--- src/rtl/fdt_pkg.sv ---
package fdt_pkg;
  // Seek request encoding; value 3 is treated as absolute
  typedef enum logic [1:0] {
    SM_ABS = 2'd0,
    SM_IN  = 2'd1,
    SM_OUT = 2'd2
  } seek_mode_e;

  localparam int DIR_CHG_BIT = 7;
endpackage

--- src/rtl/fdt_seek_calc.sv ---
module fdt_seek_calc #(
  parameter int CYL_W   = 8,
  parameter int MAX_CYL = 79
) (
  input  logic [CYL_W-1:0] cur_cyl,
  input  logic [CYL_W-1:0] req_val,
  input  logic [1:0]       req_mode,
  output logic [CYL_W-1:0] next_cyl,
  output logic             moves
);
  import fdt_pkg::*;

  localparam logic [CYL_W:0] MAX_EXT = (CYL_W+1)'(MAX_CYL);

  function automatic logic [CYL_W-1:0] clamp_top(input logic [CYL_W:0] v);
    return (v > MAX_EXT) ? MAX_EXT[CYL_W-1:0] : v[CYL_W-1:0];
  endfunction

  function automatic logic [CYL_W-1:0] step_in(input logic [CYL_W-1:0] c,
                                               input logic [CYL_W-1:0] n);
    return clamp_top({1'b0, c} + {1'b0, n});
  endfunction

  function automatic logic [CYL_W-1:0] step_out(input logic [CYL_W-1:0] c,
                                                input logic [CYL_W-1:0] n);
    return (n >= c) ? '0 : c - n;
  endfunction

  always_comb begin
    case (seek_mode_e'(req_mode))
      SM_IN:   next_cyl = step_in(cur_cyl, req_val);
      SM_OUT:  next_cyl = step_out(cur_cyl, req_val);
      default: next_cyl = clamp_top({1'b0, req_val});
    endcase
    moves = (next_cyl != cur_cyl);
  end
endmodule

--- src/rtl/fdt_drive_slot.sv ---
module fdt_drive_slot #(
  parameter int CYL_W = 8
) (
  input  logic             clk,
  input  logic             rst_n,
  input  logic             hit,
  input  logic [CYL_W-1:0] target,
  input  logic             moves,
  input  logic             head_in,
  input  logic             insert,
  input  logic             eject,
  output logic [CYL_W-1:0] pcn,
  output logic             head,
  output logic             present,
  output logic             dskchg,
  output logic             stepped
);
  // A real step is a hit that changes the cylinder
  logic real_step;
  assign real_step = hit && moves;

  always_ff @(posedge clk) begin
    if (!rst_n) begin
      pcn     <= '0;
      head    <= 1'b0;
      present <= 1'b0;
      dskchg  <= 1'b1;
      stepped <= 1'b0;
    end else begin
      stepped <= real_step;
      if (hit) begin
        pcn  <= target;
        head <= head_in;
      end
      if (eject)       present <= 1'b0;
      else if (insert) present <= 1'b1;
      // Eject dominates; clear uses media state before this edge
      if (eject)                      dskchg <= 1'b1;
      else if (real_step && present)  dskchg <= 1'b0;
    end
  end
endmodule

--- src/rtl/fdt_drive_tracker.sv ---
module fdt_drive_tracker #(
  parameter int NUM_DRV = 4,
  parameter int CYL_W   = 8,
  parameter int MAX_CYL = 79,
  localparam int DRV_W  = (NUM_DRV > 1) ? $clog2(NUM_DRV) : 1
) (
  input  logic               clk,
  input  logic               rst_n,
  input  logic               seek_req,
  input  logic [DRV_W-1:0]   seek_drive,
  input  logic [1:0]         seek_mode,
  input  logic [CYL_W-1:0]   seek_value,
  input  logic               seek_head,
  input  logic [NUM_DRV-1:0] media_insert,
  input  logic [NUM_DRV-1:0] media_eject,
  input  logic               dir_rd,
  input  logic [DRV_W-1:0]   sel_drive,
  output logic [CYL_W-1:0]   sel_pcn,
  output logic               sel_head,
  output logic               sel_dskchg,
  output logic [7:0]         dir_data,
  output logic               seek_done,
  output logic               step_evt
);
  import fdt_pkg::*;

  // Per-drive state brought out as named wires for the checker
  logic [CYL_W-1:0]   pcn_vec [NUM_DRV];
  logic [NUM_DRV-1:0] head_vec;
  logic [NUM_DRV-1:0] present_vec;
  logic [NUM_DRV-1:0] dskchg_vec;
  logic [NUM_DRV-1:0] stepped_vec;

  logic [CYL_W-1:0] cur_cyl;
  logic [CYL_W-1:0] next_cyl;
  logic             moves;

  assign cur_cyl = pcn_vec[seek_drive];

  fdt_seek_calc #(.CYL_W(CYL_W), .MAX_CYL(MAX_CYL)) u_calc (
    .cur_cyl  (cur_cyl),
    .req_val  (seek_value),
    .req_mode (seek_mode),
    .next_cyl (next_cyl),
    .moves    (moves)
  );

  for (genvar i = 0; i < NUM_DRV; i++) begin : g_drv
    logic hit;
    assign hit = seek_req && (seek_drive == DRV_W'(i));
    fdt_drive_slot #(.CYL_W(CYL_W)) u_slot (
      .clk     (clk),
      .rst_n   (rst_n),
      .hit     (hit),
      .target  (next_cyl),
      .moves   (moves),
      .head_in (seek_head),
      .insert  (media_insert[i]),
      .eject   (media_eject[i]),
      .pcn     (pcn_vec[i]),
      .head    (head_vec[i]),
      .present (present_vec[i]),
      .dskchg  (dskchg_vec[i]),
      .stepped (stepped_vec[i])
    );
  end

  assign sel_pcn    = pcn_vec[sel_drive];
  assign sel_head   = head_vec[sel_drive];
  assign sel_dskchg = dskchg_vec[sel_drive];
  assign step_evt   = |stepped_vec;

  always_ff @(posedge clk) begin
    if (!rst_n) begin
      seek_done <= 1'b0;
      dir_data  <= '0;
    end else begin
      seek_done <= seek_req;
      if (dir_rd) begin
        dir_data              <= '0;
        dir_data[DIR_CHG_BIT] <= dskchg_vec[sel_drive];
      end
    end
  end
endmodule

--- config.mk ---
export PLATFORM = sky130hd
export DESIGN_NAME = fdt_drive_tracker
export DESIGN_NICKNAME = d
export VERILOG_FILES = /design/src/rtl/fdt_pkg.sv /design/src/rtl/fdt_seek_calc.sv /design/src/rtl/fdt_drive_slot.sv /design/src/rtl/fdt_drive_tracker.sv
export SDC_FILE = /design/constraint.sdc
export NUM_CORES = 1
export LEC_CHECK = 0
export BUFFER_PORTS_ARGS = -buffer_cell sky130_fd_sc_hd__buf_2
export CORE_ASPECT_RATIO = 1.5
export CORE_MARGIN = 3
export CORE_UTILIZATION = 59
export CTS_CLUSTER_DIAMETER = 60
export CTS_CLUSTER_SIZE = 12
export DETAILED_ROUTE_END_ITERATION = 6
export PLACE_DENSITY = 0.89
export REMOVE_ABC_BUFFERS = 1
export SYNTH_ARGS = -nofsm -noshare
export SYNTH_HDL_FRONTEND = slang
export SYNTH_SLANG_ARGS = --single-unit
export TNS_END_PERCENT = 5
--- constraint.sdc ---
create_clock -name clk -period 4.5 [get_ports clk]
set_input_delay 0.225 -clock clk [delete_from_list [all_inputs] [get_ports clk]]
set_output_delay 0.225 -clock clk [all_outputs]
set_load 0.01 [all_outputs]
==> results of run 1 <==
==> layer usage <==
layer,global-route usage,vias up
met5,0,-
met4,0.1667,0
met3,0.03839,51
met2,0.4953,160
met1,0.2938,1571
li1,-,1560
==> flip-flops by register name (all words and copies together) (netlist names) <==
| name | count |
|---|---|
| seek_done | 1 |
| g_drv.u_slot.pcn | 32 |
| g_drv.u_slot.head | 4 |
| g_drv.u_slot.stepped | 4 |
| g_drv.u_slot.present | 4 |
| g_drv.u_slot.dskchg | 4 |
| dir_data | 1 |
==> synth_stat cells, types with 9 or more instances <==
master / n / area (µm²)
nand2_1: 65 / 244.0
dfxtp_1: 50 / 1001
nor2_1: 21 / 78.83
o21ai_0: 21 / 105.1
inv_1: 19 / 71.32
ha_1: 18 / 225.2
mux4_2: 18 / 405.4
clkbuf_1: 17 / 63.81
a21boi_0: 16 / 120.1
and2_1: 14 / 87.58
a21oi_1: 12 / 60.06
buf_4: 9 / 67.56
nor3_1: 9 / 45.04
o211a_1: 9 / 90.09
xnor2_1: 9 / 78.83
==> power by group through the flow <==
stage	clock network [mW]	logic, mW	registers [mW]
global route	0.296	0.330	0.471
finish	0.279	0.307	0.469
detailed placement	0	0.298	0.480
floorplan	0	0.196	0.477
global placement	0	0.289	0.478
CTS	0.284	0.300	0.469
==> metrics by stage <==
stage	hold WS, ns	setup slack (ns)
floorplan	0.3408	0.7597
global placement	0.4286	0.2790
detailed placement	0.4392	0.1207
CTS	0.1171	0.4450
global route	0.1242	0.1902
finish	0.1200	0.3911
==> area by class of cell <==
cell class                      instances  area, µm²  area share
Multi-Input combinational cell        323       2439      0.6131
Tap cell                               72      90.09     0.02265
Clock buffer                            6      82.58     0.02076
Timing Repair Buffer                   50      277.8     0.06983
Sequential cell                        50       1001      0.2517
Clock inverter                          2      16.27    0.004089
Inverter                               19      71.32     0.01793
==> how the worst min path moves through the flow <==
stage,cells after the start,end,slack [ns]
after floorplan,2,g_drv[0].u_slot.present,0.34
final,3,g_drv[1].u_slot.present,0.12
after CTS,3,g_drv[1].u_slot.present,0.12
after global routing,3,g_drv[1].u_slot.present,0.12
after global placement,3,g_drv[0].u_slot.present,0.43
after detailed placement,3,g_drv[1].u_slot.present,0.44
==> worst min-delay path: cells and delay by family <==
kind | cells | cell delay, ns
AND/OR/NAND/NOR | 2 | 0.10
buffers and inverters | 1 | 0.07
==> cells by family (layout without fill, tap and decap cells) <==
logic type      count (synthesis)  after routing  synth area share
other cells                     1              7          0.001029
xor+xnor                       12             12           0.02885
compound gates                106            106            0.2160
simple gates                  154            154            0.2150
buf+inv                        50             77           0.06215
mux                            24             24            0.1295
fa+ha+maj                      20             20           0.07280
flops                          50             50            0.2747
==> metrics, run 1 <==
status finished clean; Max-slew headroom 0.4973; Max Clock Freq 0.2434 GHz; CP Max Fanout 15; Synth Flop Type dfxtp_1; Final Util 0.6727; skew final 0.007859 ns; post-layout minimum cycle time 4.109 ns; Area Growth Syn to Fin 9.169%; Async SR Flop Fraction 0; Syn. warnings 0; Critical path destination g_drv[0].u_slot.dskchg; CTS tree yes; number of hold violations in the final report 0; Synth Register Bits 50; CTS Sinks 50; 1st-pass router iterations 5; Reg clk slew, reported paths 0.10 ns; first-pass GRT wire length 15,480 µm; cell family with most CP delay compound AO/OA/AOI/OAI gates; met3 wire length 516 µm; DR WL/cell 18.26 µm; largest net degree at the start of global routing 47; Synth Area per Inst 8.737 µm²; top sig layer met4; final setup fails 0; cts repair resizes 0; Synth Instances 417; wire length on met2 5016 µm; Num CTS Buffers 5; RSZ-0062 raised after global routing false; PD cells 265.3 mW/mm²; hold_buf cts 0; Top cell by count, worst path inv_1; vias per inst 6.402; Finished Layout Cells 522; htree depth 2; max-slew violation count 0; ant diodes 0; placed wire-length estimate 7267 µm; IO Count 47; core area 0.005913 mm²; Placed Cells 514; total wire length 9533 µm; Nets 496; CP Class in -> reg; Levels on crit path 15; sequential fraction of the synthesis area 0.2747; Critical path origin seek_drive[0]; Worst-Margin Slew 0.7512 ns; Power Internal 0.7118 mW; CP max stage delay 0.57 ns; starting DRC count in detailed routing 268; switching part of the total 0.3255; crit path DAT 4.31 ns; input/output buffers 39; Final Wtd Congestion 0.9051; Comb power frac 0.291; Die Ht 102.2 µm; worst r2r dst g_drv[0].u_slot.dskchg; Yosys cell types 64; M1 WL 3560 µm; # DRC 0; commonest non-fill, non-tap cell in the layout nand2_1; commonest cells after routing, fill and taps aside nand2_1, dfxtp_1, buf_2; setup tns final 0 ns; register share of total power 0.445; Max VDD drop 0.0003632 V; number of global-route vias before repair 3,376; total power 1.055 mW; worst-skew pair later-pin latency 0.31 ns; vias 3,342; crit-path cells buf_2 -> mux4_2 -> inv_1 -> ha_1 -> inv_1 -> fa_1 -> a211oi_2 -> o21bai_2 -> a2111oi_4 -> nor2_1 -> a21oi_1 -> mux2_2 -> nor3_2 -> nor4b_1 -> a221o_1; Antenna Violating Nets Remaining 0; Reg2Reg Depth 14; std cell rows 34; clk root buf clkbuf_8; Worst setup EP type flop; Sw Pwr 0.3435 mW; leak pwr 1.710 nW; Reg2Reg Setup Slack 0.40 ns; crit start category input port; Synth Cell Area 0.003643 mm²; Hold Crit Class in -> reg; Critical path buffers and inverters 3; Chip Width 70.17 µm; initial core utilization 0.6162; worst reg2reg path startpoint g_drv[2].u_slot.pcn[0]; Clk pwr share 0.265; worst hold path startpoint media_insert[1]; Post-Place Cell Area 0.003879 mm²; critical path required time 4.70 ns; CTS Buffer Depth 2; design area 0.003978 mm²; max capacitance violation total 0; die area 0.007174 mm²; Filler cells 468; Max stage delay cell, worst path mux4_2; Tcrit/Tclk final 0.9131; Overflow after GRT 0; number of synthesized flops with an enable pin 0; Total Routing Usage GR 0.2707; initial antenna violation count 0; setup bufs post-CTS 0; share of cells above drive strength 1 0.2022
Power figures use the tool's default switching activity.
==> run 2, diff against run 1 <==
--- a/config.mk
+++ b/config.mk
@@ -16,5 +16,6 @@
 export REMOVE_ABC_BUFFERS = 1
 export SYNTH_ARGS = -nofsm -noshare
 export SYNTH_HDL_FRONTEND = slang
+export SYNTH_HIERARCHICAL = 1
 export SYNTH_SLANG_ARGS = --single-unit
 export TNS_END_PERCENT = 5
==> constraint.sdc (replaced) <==
create_clock -name clk -period 3.8 [get_ports clk]
set_input_delay 0.19 -clock clk [delete_from_list [all_inputs] [get_ports clk]]
set_output_delay 0.19 -clock clk [all_outputs]
set_load 0.01 [all_outputs]
==> run 2 against run 1 <==
Compared with the run above: non-clock buffer count is 50 higher; critical path depth unchanged; final cell count is 8.8% higher; clock skew rose by 0.0016 ns; hold slack lost 0.063 ns; clock-buffer cell count did not move; via count rose by 10%; first-iteration DRC count decreased by 8.2%; routed wire length is 16% higher; setup slack lost 0.38 ns; cell area is 17% higher; critical endpoint is now g_drv[1].u_slot/stepped; largest power group unchanged.
==> metrics, run 2 <==
number of hold violations in the final report 0 (unchanged); synth cell count leaders nor2_1, dfxtp_1, mux2i_1, inv_1, ha_1 (was nand2_1, dfxtp_1, nor2_1, o21ai_0, inv_1); final worst setup slack 0.006556 ns (was 0.3911 ns); Area Growth Syn to Fin 22.29% (was 9.169%); setup tns final 0 ns (unchanged); area share of the largest cell type after synthesis 0.2630 (was 0.2747); commonest cells after routing, fill and taps aside buf_4, nor2_1, dfxtp_1 (was nand2_1, dfxtp_1, buf_2); worst reg2reg path startpoint g_drv[3].u_slot/pcn[0] (was g_drv[2].u_slot.pcn[0]); design area 0.004654 mm² (was 0.003978 mm²); worst-skew pair later-pin latency 0.31 ns (about the same); share of cells above drive strength 1 0.3360 (was 0.2022); die area 0.007471 mm² (was 0.007174 mm²); area leader, netlist dfxtp_1 (unchanged); RSZ-0062 raised after global routing true (was false); Synth Register Bits 50 (unchanged); final setup fails 0 (unchanged); Worst setup EP type flop (unchanged); CTS tree yes (unchanged); Reg clk slew, reported paths 0.09 ns (was 0.10 ns); Final Wtd Congestion 0.9567 (was 0.9051); CP Max Fanout 8 (was 15); critical path required time 4.00 ns (was 4.70 ns); std cell rows 35 (was 34); max reg flops 32 (unchanged); Max Clock Freq 0.2636 GHz; Chip Width 71.58 µm (was 70.17 µm); core area 0.006218 mm² (was 0.005913 mm²); IO Count 47 (unchanged); Yosys cell types 75 (was 64); Post-Place Cell Area 0.004318 mm² (was 0.003879 mm²); status finished clean (unchanged); placed wire-length estimate 8298 µm (was 7267 µm); PD cells 286.8 mW/mm² (was 265.3 mW/mm²); hold_buf cts 0 (unchanged); Synth Area per Inst 9.306 µm² (was 8.737 µm²); most frequent cell after synthesis nor2_1 (was nand2_1); Reg2Reg Setup Slack 0.007 ns (was 0.40 ns); Synth Instances 409 (was 417); Reg2Reg Depth 15 (was 14); sequential fraction of the synthesis area 0.2630 (was 0.2747); htree depth 2 (unchanged); commonest non-fill, non-tap cell in the layout buf_4 (was nand2_1); pre-CTS WS -0.1848 ns (was 0.1207 ns); Largest Register g_drv.u_slot/pcn (was g_drv.u_slot.pcn); Total Routing Usage GR 0.2907 (was 0.2707); worst hold path startpoint media_eject[0] (was media_insert[1]); Die Ht 104.4 µm (was 102.2 µm); starting DRC count in detailed routing 246 (was 268); Nets 540 (was 496); Overflow after GRT 0 (unchanged); CTS Buffer Depth 2 (unchanged); CP Class reg -> reg (was in -> reg); Synth area leaders dfxtp_1, mux2i_1, mux4_2, ha_1, nor2_1 (was dfxtp_1, mux4_2, nand2_1, ha_1, a21boi_0); 1st-pass router iterations 6 (was 5); DR WL/cell 19.53 µm (was 18.26 µm); WHS Path Cells 2 (was 3); input/output buffers 39 (unchanged); max capacitance violation total 0 (unchanged); vias per inst 6.500 (was 6.402); Synth Flop Type dfxtp_1 (unchanged); initial core utilization 0.6121 (was 0.6162); # DRC 0 (unchanged); Synth Cell Area 0.003806 mm² (was 0.003643 mm²); WHS Endpoint g_drv[0].u_slot/present (was g_drv[1].u_slot.present); Max-slew headroom 0.2054 (was 0.4973); Syn. warnings 6 (was 0); Tcrit/Tclk final 0.9983; Max VDD drop 0.0003299 V (was 0.0003632 V); leak pwr 1.985 nW (was 1.710 nW); number of synthesized flops with an enable pin 0 (unchanged); crit start category flop (was input port); Hold Crit Class in -> reg (unchanged); first-pass GRT wire length 17,440 µm (was 15,480 µm); number of global-route vias before repair 3,700 (was 3,376); Antenna Violating Nets Remaining 0 (unchanged); total wire length 11,090 µm (was 9533 µm); post-layout minimum cycle time 3.793 ns; max-slew violation count 0 (unchanged); Num CTS Buffers 5 (unchanged); skew final 0.009507 ns (was 0.007859 ns); Async SR Flop Fraction 0 (unchanged); initial antenna violation count 0 (unchanged); clk root buf clkbuf_8 (unchanged); ant diodes 0 (unchanged); worst r2r dst g_drv[1].u_slot/stepped (was g_drv[0].u_slot.dskchg); CTS Sinks 50 (unchanged); Worst-Margin Slew 1.187 ns (was 0.7512 ns); largest net degree at the start of global routing 19 (was 47); vias 3,692 (was 3,342); crit path DAT 4.00 ns (was 4.31 ns)
[run 2: where the power goes]
| group | leakage, nW | total [mW] | switching [mW] | internal, mW |
|---|---|---|---|---|
| registers | 0.408 | 0.557 | 0.0126 | 0.544 |
| clock network | 0.0472 | 0.319 | 0.173 | 0.146 |
| logic | 1.53 | 0.459 | 0.256 | 0.203 |
[run 2: critical path, cell delays in order (launching register included)]
cell and delay [ns]:
dfxtp_2 0.34, mux4_2 0.54, ha_4 0.20, inv_2 0.05, fa_2 0.23, o21bai_4 0.10
a2111oi_4 0.38, o221ai_4 0.14, buf_4 0.16, o41ai_4 0.26, mux2i_1 0.32, o31ai_2 0.11
nor4_1 0.33, nand4_1 0.16, buf_6 0.16, and3_2 0.20
[run 2: worst max path at each step]
stage | endpoint | slack (ns) | from
after floorplan | g_drv[0].u_slot/dskchg | 0.13 | g_drv[1].u_slot/pcn[0]
after global placement | g_drv[0].u_slot/dskchg | -0.07 | seek_drive[0]
after detailed placement | g_drv[1].u_slot/stepped | -0.18 | seek_drive[0]
after CTS | g_drv[1].u_slot/stepped | -0.0001 | g_drv[3].u_slot/pcn[0]
after global routing | g_drv[0].u_slot/dskchg | -0.08 | g_drv[3].u_slot/pcn[0]
final | g_drv[1].u_slot/stepped | 0.007 | g_drv[3].u_slot/pcn[0]
[run 2: timing repair]
item | 4_1_cts | 5_1_grt
pin swaps | 3 | 21
setup endpoints to repair | 8 | 15
gates resized for setup | 5 | 37
buffers inserted | 1 | 3
[run 2: logic make-up (layout without fill, tap and decap cells)]
logic type,after synthesis,after routing,share of synthesized area
buf+inv,57,136,0.08842
xor+xnor,4,4,0.009204
flops,50,50,0.2630
simple gates,137,137,0.1857
other cells,1,7,0.0009852
compound gates,82,82,0.1706
mux,58,58,0.2124
fa+ha+maj,20,20,0.06969
[run 2: cell type report]
type                       count  area [µm²]
fill                         419        1564
tap                           74       92.59
multi-input combinational    308        2694
clock buffer                   6       82.58
inverter                      28       105.1
timing repair buffer         100       664.4
clock inverter                 2       12.51
sequential                    50        1003
[run 2: layer usage]
layer / wire length [µm] / share of wire / GRT usage / vias to the layer above
met5: 0 / 0 / 0 / -
met4: 609 / 0.055 / 0.1801 / 0
met3: 557 / 0.050 / 0.03191 / 55
li1: - / - / - / 1678
met1: 3996 / 0.36 / 0.3140 / 1766
met2: 5930 / 0.53 / 0.5217 / 193
[run 2: through the flow]
stage	instances	hold WS (ns)	util	total power, mW
final	568	0.05709	0.7485	1.335
after floorplan	386	0.2693	-	0.8056
after detailed placement	556	0.3813	0.6944	0.9703
after global routing	568	0.05737	0.7485	1.391
after global placement	556	0.3742	0.6944	0.9576
after CTS	565	0.05415	0.7125	1.289
==> run 3, diff against run 2 <==
--- a/config.mk
+++ b/config.mk
@@ -5,6 +5,7 @@
 export SDC_FILE = /design/constraint.sdc
 export NUM_CORES = 1
 export LEC_CHECK = 0
+export ABC_AREA = 1
 export BUFFER_PORTS_ARGS = -buffer_cell sky130_fd_sc_hd__buf_2
 export CORE_ASPECT_RATIO = 1.5
 export CORE_MARGIN = 3
==> run 3 against run 2 <==
Compared with the run above: synthesized cell count increased by 53%; die area rose by 0.67%; cell area down 13%; global-route usage decreased by 3.1 points; largest power group unchanged; first-iteration DRC count shrank 0.41%; register-to-register slack better by 0.51 ns; sequential power up 2%; fmax up 14%; hold slack improved by 0.0048 ns; critical endpoint is now g_drv[3].u_slot/dskchg.
==> metrics, run 3 <==
std cell rows 35 (unchanged); Synth Area per Inst 6.124 µm² (was 9.306 µm²); Synth Register Bits 50 (unchanged); # DRC 0 (unchanged); Max Clock Freq 0.3016 GHz (was 0.2636 GHz); first-pass GRT wire length 16,100 µm (was 17,440 µm); 1st-pass router iterations 5 (was 6); starting DRC count in detailed routing 245 (was 246); die area 0.007521 mm² (was 0.007471 mm²); input/output buffers 39 (unchanged); leak pwr 2.161 nW (was 1.985 nW); crit path DAT 3.57 ns (was 4.00 ns); CTS Buffer Depth 2 (unchanged); Die Ht 104.7 µm (was 104.4 µm); number of hold violations in the final report 0 (unchanged); Reg clk slew, reported paths 0.09 ns (about the same); IO Count 47 (unchanged); status finished clean (unchanged); max capacitance violation total 0 (unchanged); final setup fails 0 (unchanged); DR WL/cell 13.11 µm (was 19.53 µm); core area 0.006218 mm² (unchanged); Synth area leaders dfxtp_1, nand2_1, nor2_1, inv_1, ha_1 (was dfxtp_1, mux2i_1, mux4_2, ha_1, nor2_1); Final Wtd Congestion 1.011 (was 0.9567); Max-slew headroom 0.4645 (was 0.2054); area share of the largest cell type after synthesis 0.2611 (was 0.2630); synth cell count leaders nand2_1, nor2_1, inv_1, dfxtp_1, nand3_1 (was nor2_1, dfxtp_1, mux2i_1, inv_1, ha_1); crit start category input port (was flop); Worst setup EP type flop (unchanged); clk root buf clkbuf_8 (unchanged); RSZ-0062 raised after global routing false (was true); Overflow after GRT 0 (unchanged); skew final 0.007497 ns (was 0.009507 ns); number of global-route vias before repair 3,693 (was 3,700); Critical path origin seek_drive[0] (was g_drv[3].u_slot/pcn[0]); Synth Cell Area 0.003834 mm² (was 0.003806 mm²); area leader, netlist dfxtp_1 (unchanged); Post-Place Cell Area 0.003949 mm² (was 0.004318 mm²); cts repair resizes 0 (was 5); Max stage delay cell, worst path fa_1 (was mux4_2); largest net degree at the start of global routing 43 (was 19); Hold Crit Class in -> reg (unchanged); Nets 702 (was 540); Synth Instances 626 (was 409); CP max stage delay 0.47 ns (was 0.54 ns); sequential fraction of the synthesis area 0.2611 (was 0.2630); Tcrit/Tclk final 0.8725 (was 0.9983); Async SR Flop Fraction 0 (unchanged); Synth Flop Type dfxtp_1 (unchanged); CTS Sinks 50 (unchanged); design area 0.004059 mm² (was 0.004654 mm²); initial core utilization 0.6165 (was 0.6121); max reg flops 32 (unchanged); met1 Use GR 0.2885 (was 0.3140); Largest Register g_drv.u_slot/pcn (unchanged); CTS tree yes (unchanged); final worst setup slack 0.4845 ns (was 0.006556 ns); htree depth 2 (unchanged); Syn. warnings 6 (unchanged); vias per inst 5.366 (was 6.500); Max VDD drop 0.0003919 V (was 0.0003299 V); vias 3,917 (was 3,692); setup bufs post-CTS 0 (was 1); Antenna Violating Nets Remaining 0 (unchanged); commonest non-fill, non-tap cell in the layout nand2_1 (was buf_4); initial antenna violation count 0 (unchanged); most frequent cell after synthesis nand2_1 (was nor2_1); GRT busiest layer met2 (unchanged); Chip Width 71.82 µm (was 71.58 µm); GRT met3 Usage 0.02887 (was 0.03191); CP Max Fanout 8 (unchanged); post-layout minimum cycle time 3.315 ns (was 3.793 ns); Num CTS Buffers 5 (unchanged); number of synthesized flops with an enable pin 0 (unchanged); Total Routing Usage GR 0.2593 (was 0.2907); commonest cells after routing, fill and taps aside nand2_1, nor2_1, inv_1 (was buf_4, nor2_1, dfxtp_1); CP Class in -> reg (was reg -> reg); worst hold path startpoint media_eject[1] (was media_eject[0]); critical path required time 4.05 ns (was 4.00 ns); ant diodes 0 (unchanged); total wire length 9568 µm (was 11,090 µm); pre-CTS WS 0.2331 ns (was -0.1848 ns); Yosys cell types 33 (was 75); Worst-Margin Slew 0.8033 ns (was 1.187 ns); max-slew violation count 0 (unchanged); Final Util 0.6527 (was 0.7485); Area Growth Syn to Fin 5.875% (was 22.29%); hold_buf cts 0 (unchanged); Filler cells 581 (was 419); PD cells 327.0 mW/mm² (was 286.8 mW/mm²); Top cell by count, worst path nand2_1; GR met2 Demand/Resource 0.4796 (was 0.5217); worst reg2reg path startpoint g_drv[1].u_slot/pcn[0] (was g_drv[3].u_slot/pcn[0]); setup tns final 0 ns (unchanged); worst-skew pair later-pin latency 0.30 ns (was 0.31 ns); share of cells above drive strength 1 0.1494 (was 0.3360); placed wire-length estimate 7226 µm (was 8298 µm)
[run 3: through the flow]
stage / instances / hold WS [ns] / power (mW)
after floorplan: 605 / 0.2597 / 0.8468
after global placement: 722 / 0.3740 / 0.9490
after detailed placement: 722 / 0.3792 / 0.9612
after CTS: 730 / 0.05667 / 1.325
after global routing: 730 / 0.05795 / 1.405
final: 730 / 0.06190 / 1.327
[run 3: layout make-up]
type,instances,area (µm²),area share
multi-input cells,458,2261,0.5570
inverters,97,369.1,0.09094
clock inverters,2,37.54,0.009248
repair buffers,43,225.2,0.05549
clock buffers,6,72.57,0.01788
flip-flops and latches,50,1001,0.2466
well taps,74,92.59,0.02281
[run 3: kinds of logic (layout without fill, tap and decap cells)]
logic type / after synthesis / in the layout / synth area share
compound gates: 57 / 57 / 0.08714
xor+xnor: 5 / 5 / 0.01142
fa+ha+maj: 20 / 20 / 0.06919
buf+inv: 124 / 148 / 0.1576
flops: 50 / 50 / 0.2611
other cells: 1 / 7 / 0.0009782
simple gates: 369 / 369 / 0.4125
[run 3: where the power goes]
group	total, mW	internal (mW)	switching [mW]
Sequential	0.566	0.549	0.0172
Clock	0.370	0.196	0.174
Combinational	0.391	0.131	0.261
[run 3: critical path: cells and delay by family]
family | cells | cell delay [ns]
buffers and inverters | 4 | 0.40
AO/OA/AOI/OAI | 1 | 0.16
AND/OR/NAND/NOR | 19 | 2.34
adder cells (fa/ha/maj) | 1 | 0.47
[run 3: metal layers]
metal,routed length [µm],part of all wire
met2,5041,0.53
met1,3625,0.38
met4,326,0.034
met3,575,0.060
met5,0,0
[run 3: worst paths after layout]
check | to | slack, ns | depth (start not counted)
max | g_drv[3].u_slot/dskchg | 0.48 | 25
min | g_drv[1].u_slot/present | 0.06 | 2
max reg2reg | g_drv[3].u_slot/dskchg | 0.52 | 26
min reg2reg | g_drv[2].u_slot/dskchg | 0.45 | 2
